===== src/rtl/lcd_timing_gen.sv =====
module lcd_timing_gen #(
  parameter int CW = 11
) (
  input  logic          clk,
  input  logic          rst_n,
  input  logic          pix_ce,
  input  logic          en,
  input  logic [31:0]   htim,
  input  logic [31:0]   vtim,
  input  logic [31:0]   ctim,
  input  logic          inv_hs,
  input  logic          inv_vs,
  input  logic          inv_de,
  input  logic          inv_edge,
  output logic          hsync,
  output logic          vsync,
  output logic          de,
  output logic [CW-1:0] pix_x,
  output logic [CW-1:0] pix_y,
  output logic          frame_start,
  output logic          launch_neg
);

  logic [CW-1:0] hcnt, vcnt;
  logic          run;

  wire unused_bits = &{1'b0, htim[1:0], ctim[31:26], ctim[15:0]};

  wire [CW-1:0] h_act  = ({{(CW-6){1'b0}}, htim[7:2]} + 1'b1) << 4;
  wire [CW-1:0] h_fpe  = h_act + {{(CW-8){1'b0}}, htim[23:16]} + 1'b1;
  wire [CW-1:0] h_sye  = h_fpe + {{(CW-8){1'b0}}, htim[15:8]} + 1'b1;
  wire [CW-1:0] h_tot  = h_sye + {{(CW-8){1'b0}}, htim[31:24]} + 1'b1;

  wire [CW-1:0] v_act  = {{(CW-10){1'b0}}, vtim[9:0]} + 1'b1;
  wire [CW-1:0] v_fpe  = v_act + {{(CW-8){1'b0}}, vtim[23:16]};
  wire [CW-1:0] v_sye  = v_fpe + {{(CW-6){1'b0}}, vtim[15:10]} + 1'b1;
  wire [CW-1:0] v_tot  = v_sye + {{(CW-8){1'b0}}, vtim[31:24]};

  wire [CW-1:0] cpl    = {{(CW-10){1'b0}}, ctim[25:16]};

  wire step   = run & pix_ce;
  wire h_last = hcnt >= h_tot - 1'b1;
  wire v_last = vcnt >= v_tot - 1'b1;
  wire wrap   = step & h_last & v_last;

  always_ff @(posedge clk or negedge rst_n) begin
    if (!rst_n) begin
      hcnt        <= '0;
      vcnt        <= '0;
      run         <= 1'b0;
      frame_start <= 1'b0;
    end else if (!en) begin
      hcnt        <= '0;
      vcnt        <= '0;
      run         <= 1'b0;
      frame_start <= 1'b0;
    end else begin
      run         <= 1'b1;
      frame_start <= ~run | wrap;
      if (step) begin
        if (h_last) begin
          hcnt <= '0;
          vcnt <= v_last ? '0 : vcnt + 1'b1;
        end else begin
          hcnt <= hcnt + 1'b1;
        end
      end
    end
  end

  wire hs_on = run & (hcnt >= h_fpe) & (hcnt < h_sye);
  wire vs_on = run & (vcnt >= v_fpe) & (vcnt < v_sye);
  wire de_on = run & (hcnt < h_act) & (hcnt <= cpl) & (vcnt < v_act);

  assign hsync      = hs_on ^ inv_hs;
  assign vsync      = vs_on ^ inv_vs;
  assign de         = de_on ^ inv_de;
  assign pix_x      = hcnt;
  assign pix_y      = vcnt;
  assign launch_neg = run & inv_edge;

  a_r1_held_zero: assert property (@(posedge clk) disable iff (!rst_n)
    !en |=> (pix_x == '0 && pix_y == '0 && !frame_start));

  a_r5_hold_no_ce: assert property (@(posedge clk) disable iff (!rst_n)
    (en && !pix_ce) |=> $stable(pix_x));

  a_r5_line_on_wrap: assert property (@(posedge clk) disable iff (!rst_n)
    !$stable(pix_y) |-> pix_x == '0);

  a_r6_single_pulse: assert property (@(posedge clk) disable iff (!rst_n)
    frame_start |=> !frame_start);

  a_r6_at_origin: assert property (@(posedge clk) disable iff (!rst_n)
    frame_start |-> (pix_x == '0 && pix_y == '0));

  a_r8_edge_idle: assert property (@(posedge clk) disable iff (!rst_n)
    !en |=> !launch_neg);

endmodule


===== config.mk =====
export PLATFORM = sky130hd
export DESIGN_NAME = lcd_timing_gen
export DESIGN_NICKNAME = d
export VERILOG_FILES = /design/src/rtl/lcd_timing_gen.sv
export SDC_FILE = /design/constraint.sdc
export NUM_CORES = 1
export LEC_CHECK = 0
export BUFFER_PORTS_ARGS = -buffer_cell sky130_fd_sc_hd__buf_2
export CAP_MARGIN = 20
export CORE_UTILIZATION = 50
export DETAILED_ROUTE_END_ITERATION = 10
export PLACE_DENSITY = 0.75
export SLEW_MARGIN = 20
export SYNTH_ARGS = -nofsm -noshare
export SYNTH_HDL_FRONTEND = slang
export SYNTH_SLANG_ARGS = --single-unit

===== constraint.sdc =====
create_clock -name clk -period 6.2 [get_ports clk]
set_input_delay 1.24 -clock clk [delete_from_list [all_inputs] [get_ports clk]]
set_output_delay 1.24 -clock clk [all_outputs]
set_load 0.005 [all_outputs]

## Yosys cells after proc, flatten, opt, wreduce, memory -nomap -nowiden

Cells that the tools add are included.

| word-level totals | value |
|---|---|
| register bits after elaboration | 24 |
| bits of input ports | 104 |
| output and inout port bits | 27 |
| logic and storage cells | 57 |

| cells by class | value |
|---|---|
| $add $sub $neg | 16 |
| magnitude comparators | 9 |
| eq/ne operators | 2 |
| mux-type cells | 9 |
| bitwise operators | 16 |
| reductions and logical operators | 1 |

Operator list:

| cell | number |
|---|---|
| 11-bit two-way mux | 7 |
| 11-bit by 1-bit adder with 11-bit output, second input constant | 6 |
| 11-bit by 8-bit adder with 11-bit output | 5 |
| 11-bit greater-or-equal comparator | 4 |
| 11-bit < comparator | 4 |
| 11-bit by 1-bit subtractor with 11-bit output, second input constant | 2 |
| 10-bit by 1-bit adder with 11-bit output, second input constant | 1 |
| 11-bit by 6-bit adder with 11-bit output | 1 |
| 1-bit AND | 11 |
| 11-bit by 10-bit <= comparator with 1-bit output | 1 |
| 6-bit by 1-bit adder with 7-bit output, second input constant | 1 |
| 2-bit by 1-bit inequality test with 1-bit output, second input constant | 2 |
| 1-bit XOR | 3 |
| 1-bit two-way mux | 2 |
| 2-bit AND reduction | 1 |
| 1-bit NOT | 1 |
| 1-bit bitwise OR | 1 |

## Logic depth before layout (Yosys ltp)

| depth | value |
|---|---|
| depth in word-level cells | 13 |
| mapped depth | 28 |
| gate-level depth less buffers | 28 |

## Least setup slack after synthesis

OpenSTA, ideal clock, no wires.

| path | value |
|---|---|
| path kind | input to output |
| start point | input port vtim[0] |
| end point | output port vsync |
| arrival time | 4727 ps |
| path slack | 233 ps |
| stages | 19 |
| cell sequence | ha_1 fa_1 a21oi_1 nor2b_1 nor2_1 xnor2_1 ha_1 inv_1 o21bai_1 a21oi_1 nor3_1 nand3b_1 xnor2_1 ha_1 nand4b_1 a311o_1 a211oi_1 nor3_2 xnor2_1 |

| on the way | value |
|---|---|
| cells in the longest elaborated chain, start to end | 7 |
| elaborated cells between the ends (all ways) | 9 |
| classes of those cells | add/sub: 4; order compare: 2; bitwise: 3 |

RTL lines:

| item | RTL line | text |
|---|---|---|
| start, declared | 9 | `input logic [31:0] vtim,` |
| 10-bit by 1-bit adder with 11-bit output (*) | 34 | `wire [CW-1:0] v_act = {{(CW-10){1'b0}}, vtim[9:0]} + 1'b1;` |
| 11-bit by 8-bit adder with 11-bit output (*) | 35 | `wire [CW-1:0] v_fpe = v_act + {{(CW-8){1'b0}}, vtim[23:16]};` |
| 11-bit by 6-bit adder with 11-bit output | 36 | `wire [CW-1:0] v_sye = v_fpe + {{(CW-6){1'b0}}, vtim[15:10]} + 1'b1;` |
| 11-bit by 1-bit adder with 11-bit output | 36 |  |
| 11-bit < comparator | 72 | `wire vs_on = run & (vcnt >= v_fpe) & (vcnt < v_sye);` |
| 1-bit AND (*) | 72 |  |
| 1-bit XOR (*) | 76 | `assign vsync = vs_on ^ inv_vs;` |
| end, declared | 16 | `output logic vsync,` |

Mark *: on every way between the ends. The rest lies on a longest branch, timed or not.

## Worst setup path in the final report

Same ends and word-level chain as after synthesis.

==> reports/results.ini <==
[outcome]
status=finished, violations left
violations=setup timing

[setup_path]
start_kind=input port
crit_chain=buf_2 -> ha_4 -> nand3_1 -> xnor2_2 -> ha_4 -> nand3_1 -> o211ai_1 -> o41ai_2 -> xnor2_1 -> ha_1 -> a21o_1 -> a21o_1 -> a21oi_2 -> o2111ai_2 -> nand4b_1 -> a311o_1 -> a211oi_2 -> nor3_2 -> xnor2_1 -> buf_2
critPathTopFamily=compound AO/OA/AOI/OAI gates
cp-end-kind=primary output
critPathMaxStageDelay_ns=0.38
timing.critical_path.slowest_stage_cell=o41ai_2
path_class=input port to primary output
crit_buf_inv=2
crit_arrival_ns=4.97
critPathRequiredTime_ns=4.96
cp_max_fo=5

[synth]
syn_area_sq_um=5470
synth_top_area_frac=0.320
yosysMostFrequentCell=ha_1
synth_common_cells=140 x ha_1, 89 x inv_1, 50 x nor2_1
ys_seq_area_frac=0.110
yosys_warnings=0
synthesis.nets=919
synth-edff-count=0
synthCells=670
async_reset_ff_frac=1.00
ys_seq_elements=24
synth.distinct_cells=57
synth.area.top_cells=ha_1 32%, dfrtp_1 11%, xnor2_1 7.7%, inv_1 6.1%, xor2_1 6.1%
synth_top_flop_cell=dfrtp_1
syn_area_per_cell_sq_um=8.16
synth_top_area_cell=ha_1

[power]
internal_power_mw=0.916
clockPowerShare=0.083
power.leakage_nw=3.80
p_sw_frac=0.437
totalPowerFinal_mw=1.63
switching_power_mw=0.711
p_per_area_nw_per_um2=238
ir_worst_vdd_v=0.000176
combPwrFrac=0.819
power_frac_seq=0.098

[final_layout]
nets=1075
fin_cells=961
diodes=0
fin_util=0.655
area_growth_pct=25.3
n_fill_cell=882
multi_input_area_sq_um=4770
drive_gt1_frac=0.253
regArea_sq_um=601
final_area_sq_um=6850

[timing]
relSlewSlack=0.618
finalSetupTns_ns=-0.0108
finalCriticalPeriod_ns=6.21
grt_setup_unrepaired=yes
fin_skew_ns=0.00662
layout_setup_ws_ns=-0.0108
worst_slew_pin_slew_ns=0.568
fmax_mhz=161
hold_violations=0
whs_ns=0.669
fin_crit_sh=1.00
slew_violations=0
setup_viol=1

[global_routing]
use_met2=0.433
gr-usage-met3=0.0135
met1_usage=0.303
grt_usage=0.236
grt_overflow_total=0
grt_pass1_wl_um=22300
grt_pass1_vias=5157
grt_most_used_layer=met2
grt_start_max_net_pins=25
antenna_found_initial=0

[clock_network]
clk_pin_slew_worst_paths_ns=0.09
hold_buffers=0
cts_tree=built
h-tree-depth=1
cts_buffers=3
clockRootBuffer=clkbuf_8
clock_sinks=24
cts_buffer_depth=2
clk_latency_ns=0.26

[route]
vias=5311
wl_per_cell_um=14.4
routed_wl_um=13800
vias_per_cell=5.53
drtIter0Drc=146
drc=0
ant_nets=0
first_pass_iters=4

[floorplanning]
die_h_um=107
rows=37
die_w_um=107
core_area_sq_um=10500
initial_core_util=0.522
dieArea_sq_um=11400
ioPinCount=131

[placement]
io_buffers=106
place_inst=952
gp_congestion=0.904
dp_hpwl_um=11500
placed_area_sq_um=6490
place_ws_ns=-0.214

[run]
drv_cap=0

[worst_hold_path]
min_path_type=flop to flop

==> layer usage <==
layer	share of wire	vias to the layer above
met5	0	-
met4	0.015	0
met3	0.031	20
met2	0.51	114
met1	0.45	2526
li1	-	2651
==> cell families after synthesis <==
logic type      synth area share
simple gates               0.162
compound gates             0.178
fa+ha+maj                  0.341
buf+inv                   0.0632
xor+xnor                   0.147
flops                      0.110
==> placed cells by master, fill, tap and decap left out, drive strengths merged, types with 4 or more instances in the layout <==
master	instances
a21o	27
a21oi	46
and3	7
buf	154
dfrtp	24
fa	5
ha	140
inv	89
nand2	33
nand2b	14
nand3	20
nand4	12
nor2	50
nor2b	10
nor3	7
nor4	4
o2111ai	4
o21a	11
o21ai	22
o21bai	12
xnor2	49
xor2	40
==> final timing paths <==
path                            slack (ns)      from  depth (start not counted)     endpoint
worst max-delay path                 -0.01   vtim[0]                         20        vsync
worst min-delay path                  0.67       run                          1  frame_start
worst max register to register        3.53  pix_x[0]                         12     pix_y[7]
worst min register to register        0.67       run                          1  frame_start
max in group asynchronous             4.90     rst_n                          1     pix_y[9]
min in group asynchronous             0.94     rst_n                          1  frame_start
==> registers in the layout, summed over array words and instances (netlist names) <==
register / flops
pix_y: 11
run: 1
pix_x: 11
frame_start: 1
==> timing repair <==
action                                  in CTS  in global routing
setup buffers                                5                  0
gates resized for setup                     23                 21
endpoints found under the setup margin       1                 13
pin swaps                                   11                  9
cloned                                       0                  0
==> worst register-to-register path, cell delays in order (launching register included) <==
cell and delay [ns]:
dfrtp_1 0.42, inv_1 0.14, ha_1 0.31, nand2b_1 0.14
a21o_1 0.18, a21o_1 0.17, a21oi_1 0.15, o21ai_1 0.10
and3_1 0.26, nand2b_1 0.30, nand4_1 0.18, xor2_1 0.15
nor2_1 0.06
==> power groups by stage <==
stage	clock [mW]	combinational [mW]	sequential [mW]
6_report	0.135	1.33	0.160
5_1_grt	0.144	1.50	0.160
4_1_cts	0.137	1.29	0.160
3_5_place_dp	0	1.26	0.163
3_3_place_gp	0	1.20	0.163
2_1_floorplan	0	0.883	0.163
==> area by class of cell <==
class	count	share of cell area
multi-input combinational	554	0.696
timing repair buffer	154	0.132
sequential	24	0.0877
inverter	89	0.0488
tap	136	0.0248
clock buffer	3	0.00603
clock inverter	1	0.00438
No activity file was read; power rests on OpenSTA's default activity.
